[src/rtl/fpstat_pkg.sv]
package fpstat_pkg;
  localparam int unsigned CSR_W    = 32;
  localparam int unsigned NEXC     = 5;
  localparam int unsigned RM_W     = 2;
  localparam int unsigned RM_LSB   = 0;
  localparam int unsigned FLG_LSB  = 2;
  localparam int unsigned EN_LSB   = 7;
  localparam int unsigned CAU_LSB  = 12;
  localparam int unsigned DNRM_BIT = 18;
  localparam int unsigned CODE_W   = 12;

  localparam logic [RM_W-1:0]   RM_TOZERO = 2'b01;
  localparam logic [CODE_W-1:0] TRAP_CODE = 12'h120;

  localparam logic [CSR_W-1:0] GRP_ONES = CSR_W'((1 << NEXC) - 1);
  localparam logic [CSR_W-1:0] RM_MASK  = CSR_W'((1 << RM_W) - 1) << RM_LSB;
  localparam logic [CSR_W-1:0] FLG_MASK = GRP_ONES << FLG_LSB;
  localparam logic [CSR_W-1:0] EN_MASK  = GRP_ONES << EN_LSB;
  localparam logic [CSR_W-1:0] CAU_MASK = GRP_ONES << CAU_LSB;
  localparam logic [CSR_W-1:0] WR_MASK  = RM_MASK | FLG_MASK | EN_MASK | CAU_MASK
                                        | (CSR_W'(1) << DNRM_BIT);
  localparam int unsigned FLG2CAU = CAU_LSB - FLG_LSB;
endpackage

[src/rtl/fpstat_rst_sync.sv]
module fpstat_rst_sync (
  input  logic clk,
  input  logic rst_n,
  output logic rst_sync_n
);
  logic [1:0] stage_q;

  always_ff @(posedge clk or negedge rst_n) begin
    if (!rst_n) stage_q <= 2'b00;
    else        stage_q <= {stage_q[0], 1'b1};
  end

  assign rst_sync_n = stage_q[1];
endmodule

[src/rtl/fpstat_event.sv]
module fpstat_event
  import fpstat_pkg::*;
(
  input  logic             upd_vld,
  input  logic             upd_cmp,
  input  logic             upd_unord,
  input  logic             sw_we,
  input  logic [NEXC-1:0]  upd_exc,
  input  logic [CSR_W-1:0] csr_q,
  output logic             take,
  output logic [CSR_W-1:0] csr_upd,
  output logic             trap_nx
);
  logic [CSR_W-1:0] cleared;
  logic [CSR_W-1:0] with_flags;
  logic [NEXC-1:0]  cause_new;
  logic [NEXC-1:0]  enab;

  always_comb begin
    take       = upd_vld & ~sw_we & (~upd_cmp | upd_unord);
    cleared    = csr_q & ~FLG_MASK;
    with_flags = cleared | (CSR_W'(upd_exc) << FLG_LSB);
    csr_upd    = with_flags | ((with_flags & FLG_MASK) << FLG2CAU);
    cause_new  = csr_upd[CAU_LSB +: NEXC];
    enab       = csr_q[EN_LSB +: NEXC];
    trap_nx    = take & (|upd_exc) & (|(cause_new & enab));
  end
endmodule

[src/rtl/fpstat_ctl_dec.sv]
module fpstat_ctl_dec
  import fpstat_pkg::*;
(
  input  logic [RM_W-1:0] rm_field,
  input  logic            dnrm_bit,
  output logic            rnd_trunc,
  output logic            flush_dnrm
);
  always_comb begin
    rnd_trunc  = (rm_field == RM_TOZERO);
    flush_dnrm = dnrm_bit;
  end
endmodule

[src/rtl/fpstat_ctrl.sv]
module fpstat_ctrl
  import fpstat_pkg::*;
(
  input  logic              clk,
  input  logic              rst_n,
  input  logic              sw_we,
  input  logic [CSR_W-1:0]  sw_wdata,
  input  logic              upd_vld,
  input  logic              upd_cmp,
  input  logic              upd_unord,
  input  logic [NEXC-1:0]   upd_exc,
  output logic [CSR_W-1:0]  csr_rdata,
  output logic              rnd_trunc,
  output logic              flush_dnrm,
  output logic              trap_req,
  output logic [CODE_W-1:0] trap_code
);
  logic             rst_sync_n;
  logic [CSR_W-1:0] csr_q, csr_d, csr_upd;
  logic             csr_en, take, trap_nx, trap_q;

  fpstat_rst_sync u_rst (
    .clk        (clk),
    .rst_n      (rst_n),
    .rst_sync_n (rst_sync_n)
  );

  fpstat_event u_evt (
    .upd_vld   (upd_vld),
    .upd_cmp   (upd_cmp),
    .upd_unord (upd_unord),
    .sw_we     (sw_we),
    .upd_exc   (upd_exc),
    .csr_q     (csr_q),
    .take      (take),
    .csr_upd   (csr_upd),
    .trap_nx   (trap_nx)
  );

  always_comb begin
    csr_en = sw_we | take;
    if (sw_we) csr_d = sw_wdata & WR_MASK;
    else       csr_d = csr_upd;
  end

  always_ff @(posedge clk or negedge rst_sync_n) begin
    if (!rst_sync_n) begin
      csr_q  <= '0;
      trap_q <= 1'b0;
    end else begin
      if (csr_en) csr_q <= csr_d;
      trap_q <= trap_nx;
    end
  end

  fpstat_ctl_dec u_dec (
    .rm_field   (csr_q[RM_LSB +: RM_W]),
    .dnrm_bit   (csr_q[DNRM_BIT]),
    .rnd_trunc  (rnd_trunc),
    .flush_dnrm (flush_dnrm)
  );

  assign csr_rdata = csr_q;
  assign trap_req  = trap_q;
  assign trap_code = trap_q ? TRAP_CODE : '0;
endmodule

[config.mk]
export PLATFORM = sky130hd
export DESIGN_NAME = fpstat_ctrl
export DESIGN_NICKNAME = d
export VERILOG_FILES = /design/src/rtl/fpstat_pkg.sv /design/src/rtl/fpstat_rst_sync.sv /design/src/rtl/fpstat_event.sv /design/src/rtl/fpstat_ctl_dec.sv /design/src/rtl/fpstat_ctrl.sv
export SDC_FILE = /design/constraint.sdc
export NUM_CORES = 1
export LEC_CHECK = 0
export CAP_MARGIN = 5
export CORE_MARGIN = 10
export CORE_UTILIZATION = 30
export CTS_BUF_LIST = sky130_fd_sc_hd__clkbuf_4 sky130_fd_sc_hd__clkbuf_8
export CTS_CLUSTER_SIZE = 14
export DETAILED_ROUTE_END_ITERATION = 6
export MAX_ROUTING_LAYER = met4
export PLACE_DENSITY = 0.77
export SLEW_MARGIN = 10
export SYNTH_ARGS = -nofsm -noshare
export SYNTH_HDL_FRONTEND = slang
export SYNTH_SLANG_ARGS = --single-unit
[constraint.sdc]
create_clock -name clk -period 1.05 [get_ports clk]
set_input_delay 0.21 -clock clk [delete_from_list [all_inputs] [get_ports clk]]
set_output_delay 0.21 -clock clk [all_outputs]
set_load 0.005 [all_outputs]
# Word level (Yosys, flattened, before mapping)
# Cells that the tools add are included.
# word_totals
ff_bits	35
latch_bits	0
mem_bits_rw	0
romBits	0
input_bits	43
out_inout_bits	47
mem_count	0
# classes
addsub	0
multipliers	0
div_mod_pow	0
magnitude_cmp	0
n_eq_ne	1
n_shift	0
muxes	2
n_bitwise	11
reduce_logical	2
# ops
operator	n
32-bit 2-to-1 mux	1
32-bit by 17-bit OR with 32-bit output	1
32-bit by 7-bit OR with 32-bit output	1
5-bit OR reduction	2
9-bit 2-to-1 mux	1
5-bit bitwise AND	1
1-bit bitwise AND	4
2-bit by 1-bit equality test with 1-bit output, second input constant	1
1-bit NOT	2
1-bit OR	2

# Depth between registers and ports, before layout
# logic_depth
word_depth	5
ltp_mapped	4
depth_no_buf	3

# Hierarchy
# A second synthesis with hierarchy kept.
# unflattened
hier_cells	183
hier_area_um2	1919.3
# modules_own_cells
module	instances	cells_each	area_per_inst_um2
fpstat_ctrl	1	137	1545.2
fpstat_event	1	41	299.0
fpstat_rst_sync	1	3	53.8
fpstat_ctl_dec	1	2	21.3

# Least setup slack after synthesis
# No wires, ideal clock.
# synth_path
path_kind	input-to-reg
start	input port upd_unord
end	register csr_q[3], in the netlist csr_rdata[3]
setup_time_ns	0.126
arrival_time_ns	0.975
required_time_ns	0.924
path_slack_ns	-0.051
stages	4
path_buffers	1
cell_sequence	nand2b_4 -> and3b_1 -> buf_6 -> a221o_1
# synth_via
elab_chain_cells	3
# synth_rtl
element	line_no	text
from (decl)	fpstat_ctrl.sv:10	input logic upd_unord,
1-bit OR	fpstat_event.sv:20	take = upd_vld & ~sw_we & (~upd_cmp | upd_unord);
1-bit bitwise AND	fpstat_event.sv:20	
1-bit OR	fpstat_ctrl.sv:41	csr_en = sw_we | take;
to (signal assigned)	fpstat_ctrl.sv:51	if (csr_en) csr_q <= csr_d;
to (decl)	fpstat_ctrl.sv:19	logic [CSR_W-1:0] csr_q, csr_d, csr_upd;
# No other way between the ends.
# A chain may end at the register's enable or synchronous reset.

# Worst setup path in the final report
# layout_path
start	register csr_q[0], in the netlist csr_rdata[0]
end	output port rnd_trunc
# layout_via
elab_chain_cells	1
# layout_rtl
element	line_no	text
2-bit by 1-bit equality test with 1-bit output	fpstat_ctl_dec.sv:10	rnd_trunc = (rm_field == RM_TOZERO);
to (decl)	fpstat_ctrl.sv:13	output logic rnd_trunc,
# No other way between the ends.

==> summary.md <==
| Metric | Value |
|---|---|
| Crit. End Element | output port |
| Gr ovfl total | 0 |
| Sequential group share of total power | 46.9% |
| Fin crit share | 115% |
| Final WS setup | -160 ps |
| Largest net degree at the start of global routing | 13 |
| Diode count | 0 |
| Fin crit period | 1210 ps |
| Synthesis-to-finish area growth | 54.1% |
| Hold WC Path Type | primary input to asynchronous set/reset pin |
| Worst Path Arrival | 1000 ps |
| Clk slew on worst S/H paths | 70 ps |
| CORE AREA | 3440 µm² |
| Pre-antenna DRT Iters | 4 |
| Sequential area share after synthesis | 47.6% |
| Ports | 90 |
| Drt initial violations | 11 |
| Clock sinks | 21 |
| Status | finished with violations |
| # H-tree levels | 1 |
| Layout Cells excl Fill | 210 |
| Synth Flop Type | dfrtp_1 |
| Clock buffer depth | 2 |
| Post-DP HPWL | 2740 µm |
| Placement Rows | 21 |
| Antenna violations before repair | 0 |
| CTS tree | yes |
| Routed Antenna Nets | 0 |
| NetSw | 506 µW |
| Net count, final | 208 |
| Unique masters post-synth | 18 |
| FF-to-FF Start | csr_rdata[16] |
| Final Slew Violations | 0 |
| Via density | 4.30 |
| FF-to-FF End | trap_req |
| Worst EP required | 840 ps |
| Final setup TNS | -408 ps |
| Synth Instances | 93 |
| Vias in the first global route | 1049 |
| GRT Total Usage | 10.0% |
| R2R cell count | 4 |
| Mapped Area | 1100 µm² |
| Residual DRC | 0 |
| Syn_area_per_cell | 11.9 µm² |
| First-pass GRT wire length | 4960 µm |
| Fin. Hold Viols | 0 |
| Starting Density | 32.1% |
| P_leak | 0.000834 µW |
| WL per Instance | 15.5 µm |
| VDD IR-drop max | 0.000752 V |
| Setup violators final | 4 |
| Sw Ratio | 25.1% |
| Width of the die | 80.7 µm |
| GP Congestion | 0.772 |
| Vias | 904 |
| Root buf cell | clkbuf_8 |
| Die H | 80.7 µm |
| Worst R2R Setup Slack | 10 ps |
| Full die area | 6500 µm² |
| Crit-path max FO | 2 |
| EDFF count, synth | 0 |
| Hold_buf cts | 0 |
| Layout fillers | 321 |
| Power Dens Cells | 1180 nW/µm² |
| Port bufs | 51 |
| Clk_skew | 1.26 ps |
| Clock power share | 26.9% |
| Failing checks | negative setup slack |
| Post-synth ARST share | 100% |
| Dpl cells | 199 |
| CTS Buf Count | 3 |
| Internal cell power | 1510 µW |
| #FFs+latches synth | 21 |
| Pre-CTS setup slack | -545 ps |
| Final Power | 2010 µW |
| Share of layout cells above drive strength 1 | 33.5% |
| Fmax | 0.826 GHz |
| Comb pwr share | 26.2% |
| Critical path class | register to output port |
| CP startpoint kind | register |
| Synth warn | 0 |
| RSZ-0062 raised after global routing | true |
| Max_cap viols | 0 |
| Routed wire length | 3250 µm |
| Clock Latency Late Sink | 260 ps |
==> worst max path at each step <==
stage,to,slack [ps],from,depth (start not counted)
finish,rnd_trunc,-160,csr_rdata[0],3
CTS,rnd_trunc,-170,csr_rdata[0],3
floorplan,trap_req,-20,upd_exc[0],2
global route,rnd_trunc,-200,csr_rdata[0],3
global placement,csr_rdata[2],-500,upd_cmp,4
detailed placement,csr_rdata[2],-550,upd_cmp,4
==> registers in the layout, indices dropped and copies added, names as in the netlist <==
signal and cells:
trap_req 1, csr_rdata 18, u_rst.stage_q 2
==> cells in the final DEF, fill, tap and decap left out <==
master / instances
clkdlybuf4s15_1: 3
clkdlybuf4s50_1: 20
clkbuf_4: 1
clkbuf_8: 3
and2b_1: 3
nor2b_4: 1
o221a_1: 1
buf_12: 1
a221o_1: 10
mux2_1: 8
conb_1: 25
and3b_2: 1
buf_6: 7
nand2b_4: 1
o21ai_2: 3
and2_1: 5
a21oi_2: 1
nor2b_1: 2
nand4_1: 1
buf_2: 21
o21ai_0: 1
o21a_1: 1
or4_1: 1
dlygate4sd2_1: 6
dfrtp_1: 21
and3b_1: 1
buf_4: 15
==> synth_stat cells, drive strengths merged (2+ instances only) <==
cell	count	area, µm²
o21ai	4	20.0
buf	30	224
mux2	8	90.1
dfrtp	21	526
nor2b	3	18.8
and2	5	31.3
conb	2	7.51
a221o	10	100
and2b	3	22.5
==> power groups by stage <==
| stage | clock network [µW] | logic [µW] | registers (µW) |
|---|---|---|---|
| global placement | 0 | 545 | 954 |
| detailed placement | 0 | 557 | 958 |
| floorplan | 0 | 224 | 962 |
| finish | 542 | 528 | 943 |
| CTS | 558 | 520 | 941 |
| global route | 594 | 581 | 954 |
==> metrics by stage <==
step	area [µm²]	util (%)	hold slack [ps]
after global routing	1700	49.4	102
after global placement	1670	48.4	149
after detailed placement	1670	48.4	154
after floorplan	1190	-	-85.6
after CTS	1680	48.9	108
final	1700	49.4	104
==> layer usage <==
metal  vias up  wire length, µm  track usage (%)
met5         -                0                -
met4         0               51             5.19
met2        60             1530             16.5
met1       419             1260             10.4
met3         5              410             3.56
li1        420                -                -
==> worst max-delay path: stages, from the launching register on <==
cell     delay (ps)
dfrtp_1         390
buf_6           120
nor2b_4         110
buf_2           120
==> logic make-up (layout without fill, tap and decap cells) <==
group	after synthesis	count (layout)	share of synthesized area (%)
AND/OR/NAND/NOR	15	16	9.86
other	2	25	0.681
AO/OA/AOI/OAI	17	17	13.4
buffers and inverters	30	77	20.3
flip-flops	21	21	47.6
multiplexers	8	8	8.16
==> timing repair <==
action                     4_1_cts  5_1_grt
gates cloned                     1        0
setup buffers                    7        1
setup endpoints to repair       42       11
pin swaps                        6        2
hold endpoints to repair         0        0
gates resized for setup        110        5
==> final cells by class <==
class	instances	area, µm²	share of cell area, %
sequential	21	526	30.9
tap	46	57.6	3.38
multi-input combinational	66	469	27.6
clock buffer	4	48.8	2.87
timing repair buffer	73	599	35.2
Power figures use the tool's default switching activity.
